$ cat config.mk
export PLATFORM = sky130hd
export DESIGN_NAME = otgw_irq_agg
export DESIGN_NICKNAME = d
export VERILOG_FILES = /design/src/rtl/otgw_irq_pkg.sv /design/src/rtl/otgw_edge_det.sv /design/src/rtl/otgw_evt_bank.sv /design/src/rtl/otgw_irq_line.sv /design/src/rtl/otgw_irq_agg.sv
export SDC_FILE = /design/constraint.sdc
export NUM_CORES = 1
export LEC_CHECK = 0
export ABC_AREA = 1
export BUFFER_PORTS_ARGS = -buffer_cell sky130_fd_sc_hd__buf_2
export CAP_MARGIN = 20
export CORE_MARGIN = 2
export CORE_UTILIZATION = 35
export DETAILED_ROUTE_END_ITERATION = 10
export PLACE_DENSITY = 0.52
export REMOVE_ABC_BUFFERS = 1
export SETUP_SLACK_MARGIN = 0.5
export SYNTH_ARGS = -nofsm -noshare
export SYNTH_HDL_FRONTEND = slang
export SYNTH_HIERARCHICAL = 1
export SYNTH_SLANG_ARGS = --single-unit
$ cat constraint.sdc
create_clock -name clk_i -period 2.4 [get_ports clk_i]
set_input_delay 0.48 -clock clk_i [delete_from_list [all_inputs] [get_ports clk_i]]
set_output_delay 0.48 -clock clk_i [all_outputs]
set_load 0.005 [all_outputs]
$ cat src/rtl/otgw_irq_pkg.sv
package otgw_irq_pkg;

    localparam int OTGW_DATA_W   = 32;
    localparam int OTGW_ADDR_W   = 4;
    localparam int OTGW_NUM_CTRL = 4;

    // Register word addresses
    localparam int A_MISC_RAW  = 0;
    localparam int A_MISC_STAT = 1;
    localparam int A_MISC_ESET = 2;
    localparam int A_MISC_ECLR = 3;
    localparam int A_CORE_RAW  = 4;
    localparam int A_CORE_STAT = 5;
    localparam int A_CORE_ESET = 6;
    localparam int A_CORE_ECLR = 7;
    localparam int A_EOI       = 8;

    // Fixed event positions decoded by software
    localparam int POS_OTG_EVT = 16;
    localparam int POS_DMA_CLR = 17;
    localparam int POS_CORE    = 0;

    // Line 0 is ID pull-up, 1 discharge, 2 charge, 3 drive
    function automatic int rise_pos(input int line);
        return (line == 0) ? 8 : (10 + line);
    endfunction

    function automatic int fall_pos(input int line);
        return (line == 0) ? 0 : (2 + line);
    endfunction

    function automatic logic [OTGW_DATA_W-1:0] misc_impl_mask();
        logic [OTGW_DATA_W-1:0] m;
        m = '0;
        for (int i = 0; i < OTGW_NUM_CTRL; i++) begin
            m[rise_pos(i)] = 1'b1;
            m[fall_pos(i)] = 1'b1;
        end
        m[POS_OTG_EVT] = 1'b1;
        m[POS_DMA_CLR] = 1'b1;
        return m;
    endfunction

    localparam logic [OTGW_DATA_W-1:0] MISC_IMPL = misc_impl_mask();
    localparam logic [OTGW_DATA_W-1:0] CORE_IMPL = OTGW_DATA_W'(1) << POS_CORE;

    typedef enum logic [1:0] {
        IRQ_IDLE   = 2'd0,
        IRQ_ACTIVE = 2'd1,
        IRQ_REARM  = 2'd2
    } irq_state_e;

endpackage

$ cat src/rtl/otgw_edge_det.sv
module otgw_edge_det #(
    parameter int N = 4
) (
    input  logic         clk_i,
    input  logic         rst_ni,
    input  logic [N-1:0] lines_i,
    output logic [N-1:0] rise_o,
    output logic [N-1:0] fall_o
);

    logic [N-1:0] prev_q;

    always_ff @(posedge clk_i) begin
        if (!rst_ni) begin
            prev_q <= '0;
        end else begin
            prev_q <= lines_i;
        end
    end

    always_comb begin
        rise_o =  lines_i & ~prev_q;
        fall_o = ~lines_i &  prev_q;
    end

endmodule

$ cat src/rtl/otgw_evt_bank.sv
module otgw_evt_bank #(
    parameter int           W    = 32,
    parameter logic [W-1:0] IMPL = '1
) (
    input  logic         clk_i,
    input  logic         rst_ni,
    input  logic [W-1:0] evt_i,
    input  logic [W-1:0] stat_clr_i,
    input  logic [W-1:0] en_set_i,
    input  logic [W-1:0] en_clr_i,
    output logic [W-1:0] raw_o,
    output logic [W-1:0] en_o,
    output logic [W-1:0] masked_o
);

    logic [W-1:0] stat_q, stat_d;
    logic [W-1:0] en_q, en_d;

    always_comb begin
        // a fresh event overrides an acknowledge on the same edge
        stat_d = ((stat_q & ~stat_clr_i) | evt_i) & IMPL;
        en_d   = ((en_q | en_set_i) & ~en_clr_i) & IMPL;
    end

    always_ff @(posedge clk_i) begin
        if (!rst_ni) begin
            stat_q <= '0;
            en_q   <= '0;
        end else begin
            stat_q <= stat_d;
            en_q   <= en_d;
        end
    end

    always_comb begin
        raw_o    = stat_q;
        en_o     = en_q;
        masked_o = stat_q & en_q;
    end

endmodule

$ cat src/rtl/otgw_irq_line.sv
module otgw_irq_line
    import otgw_irq_pkg::*;
(
    input  logic clk_i,
    input  logic rst_ni,
    input  logic pend_i,
    input  logic eoi_i,
    output logic irq_o
);

    irq_state_e st_q, st_d;

    always_ff @(posedge clk_i) begin
        if (!rst_ni) begin
            st_q <= IRQ_IDLE;
        end else begin
            st_q <= st_d;
        end
    end

    always_comb begin
        st_d = st_q;
        unique case (st_q)
            IRQ_IDLE: begin
                if (pend_i) st_d = IRQ_ACTIVE;
            end
            IRQ_ACTIVE: begin
                if (eoi_i)        st_d = IRQ_REARM;
                else if (!pend_i) st_d = IRQ_IDLE;
            end
            IRQ_REARM: begin
                st_d = pend_i ? IRQ_ACTIVE : IRQ_IDLE;
            end
            default: st_d = IRQ_IDLE;
        endcase
    end

    always_comb begin
        irq_o = (st_q == IRQ_ACTIVE);
    end

endmodule

$ cat src/rtl/otgw_irq_agg.sv
module otgw_irq_agg
    import otgw_irq_pkg::*;
#(
    parameter int   ADDR_W  = OTGW_ADDR_W,
    parameter int   DATA_W  = OTGW_DATA_W,
    parameter logic LINE_ID = 1'b0
) (
    input  logic                     clk_i,
    input  logic                     rst_ni,
    input  logic [OTGW_NUM_CTRL-1:0] ctrl_i,
    input  logic                     core_irq_i,
    input  logic                     otg_evt_i,
    input  logic                     dma_clr_evt_i,
    input  logic [ADDR_W-1:0]        bus_addr_i,
    input  logic                     bus_we_i,
    input  logic [DATA_W-1:0]        bus_wdata_i,
    output logic [DATA_W-1:0]        bus_rdata_o,
    output logic                     irq_o
);

    localparam logic [DATA_W-1:0] M_IMPL = DATA_W'(MISC_IMPL);
    localparam logic [DATA_W-1:0] C_IMPL = DATA_W'(CORE_IMPL);

    logic [OTGW_NUM_CTRL-1:0] ctrl_rise, ctrl_fall;
    logic [DATA_W-1:0] misc_evt, core_evt;
    logic [DATA_W-1:0] misc_sclr, misc_eset, misc_eclr;
    logic [DATA_W-1:0] core_sclr, core_eset, core_eclr;
    logic [DATA_W-1:0] misc_raw, misc_en, misc_masked;
    logic [DATA_W-1:0] core_raw, core_en, core_masked;
    logic              eoi_hit;
    logic              any_pend;

    otgw_edge_det #(.N(OTGW_NUM_CTRL)) u_edge (
        .clk_i   (clk_i),
        .rst_ni  (rst_ni),
        .lines_i (ctrl_i),
        .rise_o  (ctrl_rise),
        .fall_o  (ctrl_fall)
    );

    // Place edge events at their fixed positions
    always_comb begin
        misc_evt = '0;
        for (int i = 0; i < OTGW_NUM_CTRL; i++) begin
            misc_evt[rise_pos(i)] = ctrl_rise[i];
            misc_evt[fall_pos(i)] = ctrl_fall[i];
        end
        misc_evt[POS_OTG_EVT] = otg_evt_i;
        misc_evt[POS_DMA_CLR] = dma_clr_evt_i;
        core_evt              = '0;
        core_evt[POS_CORE]    = core_irq_i;
    end

    // Write decode: each strobe vector is the write data when its address is hit
    function automatic logic [DATA_W-1:0] wr_vec(input int a);
        return (bus_we_i && (bus_addr_i == ADDR_W'(a))) ? bus_wdata_i : '0;
    endfunction

    always_comb begin
        misc_sclr = wr_vec(A_MISC_STAT);
        misc_eset = wr_vec(A_MISC_ESET);
        misc_eclr = wr_vec(A_MISC_ECLR);
        core_sclr = wr_vec(A_CORE_STAT);
        core_eset = wr_vec(A_CORE_ESET);
        core_eclr = wr_vec(A_CORE_ECLR);
        eoi_hit   = bus_we_i && (bus_addr_i == ADDR_W'(A_EOI))
                    && (bus_wdata_i[0] == LINE_ID);
    end

    otgw_evt_bank #(.W(DATA_W), .IMPL(M_IMPL)) u_misc (
        .clk_i      (clk_i),
        .rst_ni     (rst_ni),
        .evt_i      (misc_evt),
        .stat_clr_i (misc_sclr),
        .en_set_i   (misc_eset),
        .en_clr_i   (misc_eclr),
        .raw_o      (misc_raw),
        .en_o       (misc_en),
        .masked_o   (misc_masked)
    );

    otgw_evt_bank #(.W(DATA_W), .IMPL(C_IMPL)) u_core (
        .clk_i      (clk_i),
        .rst_ni     (rst_ni),
        .evt_i      (core_evt),
        .stat_clr_i (core_sclr),
        .en_set_i   (core_eset),
        .en_clr_i   (core_eclr),
        .raw_o      (core_raw),
        .en_o       (core_en),
        .masked_o   (core_masked)
    );

    always_comb begin
        any_pend = (|misc_masked) | (|core_masked);
    end

    otgw_irq_line u_line (
        .clk_i  (clk_i),
        .rst_ni (rst_ni),
        .pend_i (any_pend),
        .eoi_i  (eoi_hit),
        .irq_o  (irq_o)
    );

    // Read mux
    always_comb begin
        case (bus_addr_i)
            ADDR_W'(A_MISC_RAW):  bus_rdata_o = misc_raw;
            ADDR_W'(A_MISC_STAT): bus_rdata_o = misc_masked;
            ADDR_W'(A_MISC_ESET): bus_rdata_o = misc_en;
            ADDR_W'(A_MISC_ECLR): bus_rdata_o = misc_en;
            ADDR_W'(A_CORE_RAW):  bus_rdata_o = core_raw;
            ADDR_W'(A_CORE_STAT): bus_rdata_o = core_masked;
            ADDR_W'(A_CORE_ESET): bus_rdata_o = core_en;
            ADDR_W'(A_CORE_ECLR): bus_rdata_o = core_en;
            default:              bus_rdata_o = '0;
        endcase
    end

endmodule

==> impl_metrics.csv, run 1 <==
group,metric,value,unit
synth,yosys_warnings,6,
timing,fin_crit,1.833,ns
timing,hold_viol,0,
run,cap_violations,0,
timing,rsz0062_at_grt,"true",
grt,grt_max_degree,33,
timing,hold_ws,0.4253,ns
grt,grt_pass1_vias,3068,
drt,vias_per_cell,3.578,
grt,grt_overflow_total,0,
worst_setup_path,critPathArrivalTime,1.35,ns
power_and_ir_drop,power_per_cell_area,281.7,nW/µm²
die,rows,41,
finish,fin_nets,931,
die,die_area,13630,µm²
cts,cts-root-buf,"clkbuf_16",
worst_setup_path,path_class,"in -> out",
power_and_ir_drop,ir_drop,0.3880,mV
die,initial_core_util,0.3554,
finish,layout-drive-gt1-share,0.1086,
timing,setup_viol,0,
power_and_ir_drop,p_leak,2.851,nW
drt,top_layer,"met4",
synth,synth_area_per_cell,5.202,µm²
worst_setup_path,critPathMaxStageDelay,0.18,ns
drt,routed-wl-met2,3.979,mm
worst_setup_path,critPathCaptureType,"output pin",
worst_setup_path,cp_top_family,"simple AND/OR/NAND/NOR gates",
drt,route.met3.wl,204,µm
worst_setup_path,crit_required,1.92,ns
drt,ant_nets,0,
finish,utilization,0.3569,
timing,skew,0.001147,ns
drt,drc,0,
finish,syn2layout_area_growth,0.4219,%
timing,slew_viol_final,0,
cts,clock_sinks,28,
drt,wl_met1,4.624,mm
timing,post-route-period-util,0.7639,
timing,clock.fmax,545.4,MHz
grt,grt_pass1_wl,14.50,mm
cts,htreeDepth,1,
drt,vias,3778,
drt,wire_per_inst,8.406,µm
grt,antenna_found_initial,0,
power_and_ir_drop,finalPower,1.258,mW
drt,drt-total-wl,8.877,mm
drt,dr.pass1.iters,4,
die,die_h,116.7,µm
cts,cts_max_path_buffers,2,
place,gp_congestion,0.7860,
drt,drt_iter0_markers,182,
status,outcome,"finished, final reports clean",
worst_setup_path,worst-path-buf-inv,4,
place,portBuffers,34,
worst_setup_path,critPathSlowestCell,"nor2_4",
place,dp_hpwl,6.567,mm
timing,fin_setup_tns,0,ns
worst_setup_path,crit_chain,"buf_8 > clkinv_8 > nand2_4 > nor2_4 > buf_12 > nand2_1 > nand2_1 > nor2_1 > nand2_2 > buf_2",
die,io_pins,79,
cts,cts_inserted_buffers,3,
die,core_area,12520,µm²
synth,netlist_area,4448,µm²
die,die_w,116.7,µm
cts,path_clk_slew,0.07,ns
worst_setup_path,start_kind,"input pin",
grt,grt.total_usage,0.1322,
finish,diodes,0,
worst_setup_path,cp_max_fo,6,
worst_setup_path,path_common_cell,"nand2_1",
synth,netlist_instances,855,
cts,tritoncts,"done",
worst_hold_path,hold_class,"in -> reg",
cts,clkLatencyLatePin,0.26,ns
sequential cells by signal, indices dropped and copies added (netlist names):
register / flops
u_core/en_o: 1
u_core/raw_o: 1
u_edge/prev_q: 4
u_line/st_q: 2
u_misc/en_o: 10
u_misc/raw_o: 10
layout by cell type, fill, tap and decap left out, drive strengths merged:
| cell | n |
|---|---|
| nand2 | 367 |
| conb | 159 |
| nor2 | 138 |
| inv | 95 |
| buf | 52 |
| dfxtp | 28 |
| nand3 | 14 |
| nor3 | 13 |
| a21oi | 11 |
| clkbuf | 5 |
| clkinv | 2 |
through the flow:
stage / worst slack [ns] / instances / instance area [µm²]
floorplan: 0.3091 / 827 / 3702
global placement: 0.2964 / 1043 / 4163
detailed placement: 0.2750 / 1043 / 4163
CTS: 0.5029 / 1052 / 4332
global route: 0.4848 / 1056 / 4467
finish: 0.5666 / 1056 / 4467
worst min-delay path, delay by kind of cell:
kind                   cells  cell delay (ns)
buffers and inverters      2             0.14
AND/OR/NAND/NOR            1             0.05
worst paths after layout:
| path | cells after the start | end | from | slack [ns] |
|---|---|---|---|---|
| hold / removal | 3 | u_edge/prev_q[3]$_SDFF_PN0_ | ctrl_i[3] | 0.43 |
| hold reg to reg | 1 | u_line/st_q[1]$_SDFFE_PN0P_ | u_line/st_q[1]$_SDFFE_PN0P_ | 0.45 |
| setup reg to reg | 10 | u_line/st_q[0]$_SDFFE_PN0P_ | u_core/raw_o[0]$_SDFF_PN0_ | 1.16 |
| setup / recovery | 10 | bus_rdata_o[0] | bus_addr_i[1] | 0.57 |
report_power, final:
part           leakage [nW]  internal [mW]  switching [mW]
Combinational          2.58          0.118           0.227
Sequential            0.230          0.484          0.0157
Clock                0.0442          0.256           0.158
area by class of cell:
type	instances	area, µm²
tap	172	215.2
inverter	97	390.4
sequential	28	560.5
multi-input combinational	702	2836
timing repair buffer	53	375.4
fill	1513	8050
clock buffer	4	88.84
layer usage:
metal,global-route usage,vias to the layer above
met5,0,-
met4,0.02588,0
met3,0.006227,5
met2,0.2274,43
met1,0.1845,1485
li1,-,2245
repair_timing:
| item | in CTS | in global routing |
|---|---|---|
| resized for setup | 10 | 30 |
| hold endpoints to repair | 0 | 0 |
| cloned | 0 | 1 |
| pin swaps | 3 | 10 |
| hold buffers | 0 | 0 |
| setup buffers | 5 | 3 |
| endpoints found under the setup margin | 10 | 10 |
Power figures use the tool's default switching activity.
==> run 2, diff against run 1 <==
==> constraint.sdc (replaced) <==
create_clock -name clk_i -period 1.9 [get_ports clk_i]
set_input_delay 0.38 -clock clk_i [delete_from_list [all_inputs] [get_ports clk_i]]
set_output_delay 0.38 -clock clk_i [all_outputs]
set_load 0.005 [all_outputs]
==> run 2 against run 1 <==
Against the previous run: register-to-register slack got worse by 0.50 ns; critical path depth unchanged; largest cell class unchanged; critical path type unchanged; core utilization up 0.24 points; non-clock buffer count up 6; combinational power grew 27%; global-route usage up 0.23 points.
==> impl_metrics.csv, run 2 (synthesized netlist as in run 1, its figures left out) <==
group,metric,value,unit
drt,drt-total-wl,8.613,mm
run,cap_violations,0,
power_and_ir_drop,power_per_cell_area,341.3,nW/µm²
die,die_h,116.7,µm
worst_setup_path,worst-path-buf-inv,5,
finish,final_cell_mix,"nand2_1 (360), conb_1 (159), nor2_1 (127)",
drt,vias,3694,
timing,clock.fmax,627.5,MHz
place,dp_hpwl,6.558,mm
finish,fin_nets,937,
power_and_ir_drop,finalPower,1.535,mW
worst_setup_path,critPathSlowestCell,"nor2_4",
worst_setup_path,reg2reg_from,"u_core/raw_o[0]$_SDFF_PN0_",
cts,tritoncts,"done",
worst_setup_path,crit_required,1.52,ns
drt,drt_iter0_markers,111,
grt,grt_pass1_vias,3223,
place,portBuffers,34,
timing,rsz0062_at_grt,"true",
drt,route.met3.wl,200,µm
grt,grt.total_usage,0.1345,
finish,layout-drive-gt1-share,0.1125,
timing,skew,0.001681,ns
drt,ant_nets,0,
cts,clock_sinks,28,
drt,wl_met1,4.489,mm
grt,grt_pass1_wl,14.86,mm
timing,fin_crit,1.594,ns
worst_hold_path,worstHoldEndpoint,"u_edge/prev_q[2]$_SDFF_PN0_",
place,dp_slack,0.08624,ns
drt,vias_per_cell,3.482,
worst_setup_path,cp_max_fo,9,
worst_setup_path,critPathArrivalTime,1.21,ns
drt,dr.pass1.iters,4,
grt,antenna_found_initial,0,
worst_hold_path,hold_class,"in -> reg",
timing,fin_setup_tns,0,ns
power_and_ir_drop,p_leak,2.875,nW
cts,clkLatencyLatePin,0.26,ns
worst_setup_path,path_class,"in -> out",
power_and_ir_drop,ir_drop,0.6793,mV
die,rows,41,
worst_setup_path,critPathCaptureType,"output pin",
worst_setup_path,start_kind,"input pin",
worst_setup_path,path_common_cell,"nand2_1",
timing,setup_viol,0,
worst_hold_path,min_from,"ctrl_i[2]",
die,die_w,116.7,µm
worst_setup_path,r2r_cells,10,
finish,utilization,0.3593,
drt,drc,0,
die,io_pins,79,
die,core_area,12520,µm²
drt,wire_per_inst,8.118,µm
cts,cts-root-buf,"clkbuf_16",
grt,grt_max_degree,32,
finish,syn2layout_area_growth,1.097,%
worst_setup_path,crit_chain,"buf_8 > inv_8 > nand2_4 > nor2_4 > buf_12 > nand2_1 > nand2_1 > inv_1 > nand2_1 > buf_2",
finish,layout_commonest_cell,"nand2_1",
cts,htreeDepth,1,
drt,routed-wl-met2,3.864,mm
worst_setup_path,cp_top_family,"buffers and inverters",
worst_hold_path,worstHoldPathCells,3,
worst_setup_path,critPathMaxStageDelay,0.14,ns
worst_setup_path,r2r_end,"u_line/st_q[0]$_SDFFE_PN0P_",
timing,hold_viol,0,
worst_setup_path,r2r_slack,0.66,ns
place,gp_congestion,0.7734,
timing,post-route-period-util,0.8388,
timing,fin_ws,0.3063,ns
drt,top_layer,"met4",
die,die_area,13630,µm²
cts,cts_inserted_buffers,3,
finish,diodes,0,
status,outcome,"finished, final reports clean",
timing,slew_viol_final,0,
finish,fillerInstances,1520,
cts,cts_max_path_buffers,2,
cts,path_clk_slew,0.06,ns
grt,grt_overflow_total,0,
die,initial_core_util,0.3554,
[run 2: changes by cell type in the layout (fill, tap and decap cells not counted), sizes merged]
cell | before | now
buf | 52 | 59
clkbuf | 5 | 3
clkinv | 2 | 1
inv | 95 | 96
[run 2: worst max-delay path by stage]
stage	from	to	slack, ns	depth (start not counted)
5_1_grt	bus_addr_i[2]	bus_rdata_o[13]	0.20	10
6_report	bus_addr_i[1]	bus_rdata_o[3]	0.31	10
2_1_floorplan	bus_addr_i[1]	bus_rdata_o[0]	0.009	7
3_5_place_dp	bus_addr_i[3]	bus_rdata_o[13]	0.09	10
3_3_place_gp	bus_addr_i[3]	bus_rdata_o[13]	0.09	10
4_1_cts	bus_addr_i[3]	bus_rdata_o[3]	0.29	10
[run 2: metrics by stage]
stage	cells	hold slack, ns	cell area (µm²)
floorplan	827	0.4207	3702
global placement	1050	0.4367	4228
detailed placement	1050	0.4340	4228
CTS	1059	0.3271	4434
global route	1061	0.3579	4497
finish	1061	0.3307	4497
[run 2: worst min-delay path, cell delays in order]
cell and delay [ns]:
buf_2 0.10, nand2_1 0.05, inv_1 0.04
[run 2: routing by layer]
layer / up-vias / global-route usage
met2: 36 / 0.2331
met3: 4 / 0.007265
met4: 0 / 0.02431
li1: 2254 / -
met5: - / 0
met1: 1400 / 0.1865
[run 2: layout make-up]
type / instances / area, µm² / share of cell area
multi-input cells: 702 / 2836 / 0.6308
repair buffers: 59 / 417.9 / 0.09293
flip-flops and latches: 28 / 560.5 / 0.1247
inverters: 97 / 391.6 / 0.08709
well taps: 172 / 215.2 / 0.04786
clock buffers: 3 / 75.07 / 0.01669
[run 2: report_power, final]
group          internal, mW  leakage, nW  switching, mW  total [mW]
sequential            0.612        0.230         0.0197       0.631
combinational         0.153         2.61          0.285       0.438
clock                 0.279       0.0370          0.186       0.465
total                  1.04         2.87          0.491        1.53
[run 2: timing repair]
item	CTS	global route
hold buffers	0	0
pin swaps	7	8
buffers inserted	6	2
gates resized for setup	29	14
gates cloned	0	0
setup endpoints to repair	10	21
==> run 3, diff against run 2 <==
--- a/config.mk
+++ b/config.mk
@@ -11,7 +11,7 @@
 export CORE_MARGIN = 2
 export CORE_UTILIZATION = 35
 export DETAILED_ROUTE_END_ITERATION = 10
-export PLACE_DENSITY = 0.52
+export PLACE_DENSITY = 0.53
 export REMOVE_ABC_BUFFERS = 1
 export SETUP_SLACK_MARGIN = 0.5
 export SYNTH_ARGS = -nofsm -noshare
==> constraint.sdc (replaced) <==
create_clock -name clk_i -period 1.4 [get_ports clk_i]
set_input_delay 0.28 -clock clk_i [delete_from_list [all_inputs] [get_ports clk_i]]
set_output_delay 0.28 -clock clk_i [all_outputs]
set_load 0.005 [all_outputs]
==> run 3 against run 2 <==
Against the previous run: final area up 14%; critical path depth up 1; the run now ends with setup timing left; critical endpoint is now bus_rdata_o[0]; sequential power up 36%; highest routed layer unchanged; critical path type unchanged.
==> impl_metrics.csv, run 3 (synthesized netlist as in run 1, its figures left out) <==
group,metric,value,unit
status,outcome,"complete, but fails checks",
status,violations,"setup timing",
place,dpl-instance-area,4380,µm²
finish,diodes,0,
finish,layout_commonest_cell,"nand2_1",
power_and_ir_drop,ir_drop,0.5560,mV
timing,hold_ws,0.2256,ns
die,die_w,116.7,µm
place,dp_hpwl,6.852,mm
grt,antenna_found_initial,0,
grt,grt_pass1_vias,3488,
cts,cts-root-buf,"clkbuf_16",
worst_setup_path,reg2reg_from,"u_misc/raw_o[8]$_SDFF_PN0_",
worst_setup_path,path_class,"in -> out",
grt,grt.total_usage,0.1460,
finish,fin_area,5125,µm²
worst_hold_path,hold_class,"in -> reg",
cts,clock_sinks,28,
worst_setup_path,r2r_cells,10,
cts,cts_inserted_buffers,3,
finish,fin_nets,964,
power_and_ir_drop,p_leak,3.085,nW
drt,dr.pass1.iters,4,
cts,htreeDepth,1,
timing,post-route-period-util,1.061,
timing,skew,0.002916,ns
grt,grt_max_degree,32,
worst_hold_path,min_from,"ctrl_i[2]",
timing,slew_viol_final,0,
die,die_area,13630,µm²
worst_setup_path,r2r_end,"u_line/st_q[0]$_SDFFE_PN0P_",
worst_setup_path,critPathCaptureType,"output pin",
timing,clock.fmax,673.3,MHz
worst_hold_path,worstHoldEndpoint,"u_edge/prev_q[2]$_SDFF_PN0_",
worst_setup_path,cp_max_fo,6,
drt,wire_per_inst,8.792,µm
power_and_ir_drop,finalPower,2.230,mW
worst_setup_path,r2r_slack,0.18,ns
die,die_h,116.7,µm
grt,grt_overflow_total,0,
cts,clkLatencyLatePin,0.26,ns
place,portBuffers,34,
run,cap_violations,0,
finish,final_cell_mix,"nand2_1 (342), conb_1 (159), nor2_1 (93)",
timing,fin_crit,1.485,ns
finish,syn2layout_area_growth,15.22,%
drt,vias,3909,
worst_hold_path,worstHoldPathCells,3,
worst_setup_path,crit_required,1.12,ns
cts,tritoncts,"done",
timing,rsz0062_at_grt,"true",
die,io_pins,79,
worst_setup_path,start_kind,"input pin",
timing,hold_viol,0,
drt,ant_nets,0,
drt,vias_per_cell,3.593,
drt,drc,0,
grt,grt_pass1_wl,16.18,mm
die,core_area,12520,µm²
cts,cts_max_path_buffers,2,
cts,path_clk_slew,0.07,ns
drt,drt_iter0_markers,92,
finish,layout-drive-gt1-share,0.2238,
timing,setup_viol,10,
finish,fillerInstances,1417,
finish,utilization,0.4094,
die,rows,41,
die,initial_core_util,0.3554,
power_and_ir_drop,power_per_cell_area,435.1,nW/µm²
drt,drt-total-wl,9.566,mm
place,gp_congestion,0.7583,
timing,fin_ws,-0.08530,ns
worst_setup_path,critPathArrivalTime,1.21,ns
run 3: cell types whose count changed in the layout (fill, tap and decap cells not counted), moves of 10 or more:
cell	before	now
buf_4	20	30
buf_6	6	19
inv_1	90	79
inv_2	2	14
nand2_1	360	342
nand2_2	4	19
nor2_1	127	93
nor2_2	8	24
nor2_4	3	21
run 3: per-stage QoR:
| step | cells | setup TNS (ns) | setup WS (ns) |
|---|---|---|---|
| global placement | 1067 | -1.946 | -0.1476 |
| finish | 1088 | -0.4453 | -0.08530 |
| CTS | 1088 | -0.4397 | -0.07869 |
| detailed placement | 1067 | -2.215 | -0.1489 |
| floorplan | 827 | -4.303 | -0.2909 |
| global route | 1088 | -1.127 | -0.1235 |
run 3: what timing repair did:
item | CTS | global route
pin swaps | 32 | 28
gates cloned | 4 | 0
hold endpoints to repair | 0 | 0
resized for setup | 86 | 80
hold buffers | 0 | 0
setup buffers | 14 | 0
endpoints found under the setup margin | 34 | 35
run 3: worst max-delay path, cell delays in order:
cell and delay (ns):
buf_8 0.11, inv_8 0.06, nand2_8 0.06, nor2_4 0.13, buf_6 0.11, buf_12 0.11, nand2_2 0.04, nand2_1 0.05
nor2_1 0.04, nand2_1 0.10, buf_2 0.12
run 3: worst max path at each step:
stage / from / to / slack, ns
global placement: bus_addr_i[3] / bus_rdata_o[8] / -0.15
global route: bus_addr_i[3] / bus_rdata_o[0] / -0.12
CTS: bus_addr_i[2] / bus_rdata_o[0] / -0.08
floorplan: bus_addr_i[1] / bus_rdata_o[0] / -0.29
finish: bus_addr_i[3] / bus_rdata_o[0] / -0.09
detailed placement: bus_addr_i[3] / bus_rdata_o[0] / -0.15
run 3: power by group:
group	internal (mW)	total (mW)	switching, mW
clock	0.379	0.640	0.262
combinational	0.284	0.733	0.449
sequential	0.832	0.857	0.0249
run 3: cell type report:
| class | count | area (µm²) | share of cell area |
|---|---|---|---|
| Sequential cell | 28 | 571.8 | 0.1116 |
| Timing Repair Buffer | 86 | 752.0 | 0.1467 |
| Clock buffer | 3 | 75.07 | 0.01465 |
| Multi-Input combinational cell | 702 | 3122 | 0.6091 |
| Inverter | 97 | 389.1 | 0.07593 |
| Tap cell | 172 | 215.2 | 0.04199 |
run 3: metal layers:
layer,vias to the layer above,part of all wire,global-route usage,wire length [µm]
li1,2302,-,-,-
met4,0,0.011,0.02980,105
met2,40,0.49,0.2690,4643
met5,-,0,0,0
met3,7,0.024,0.008822,225
met1,1560,0.48,0.1875,4592
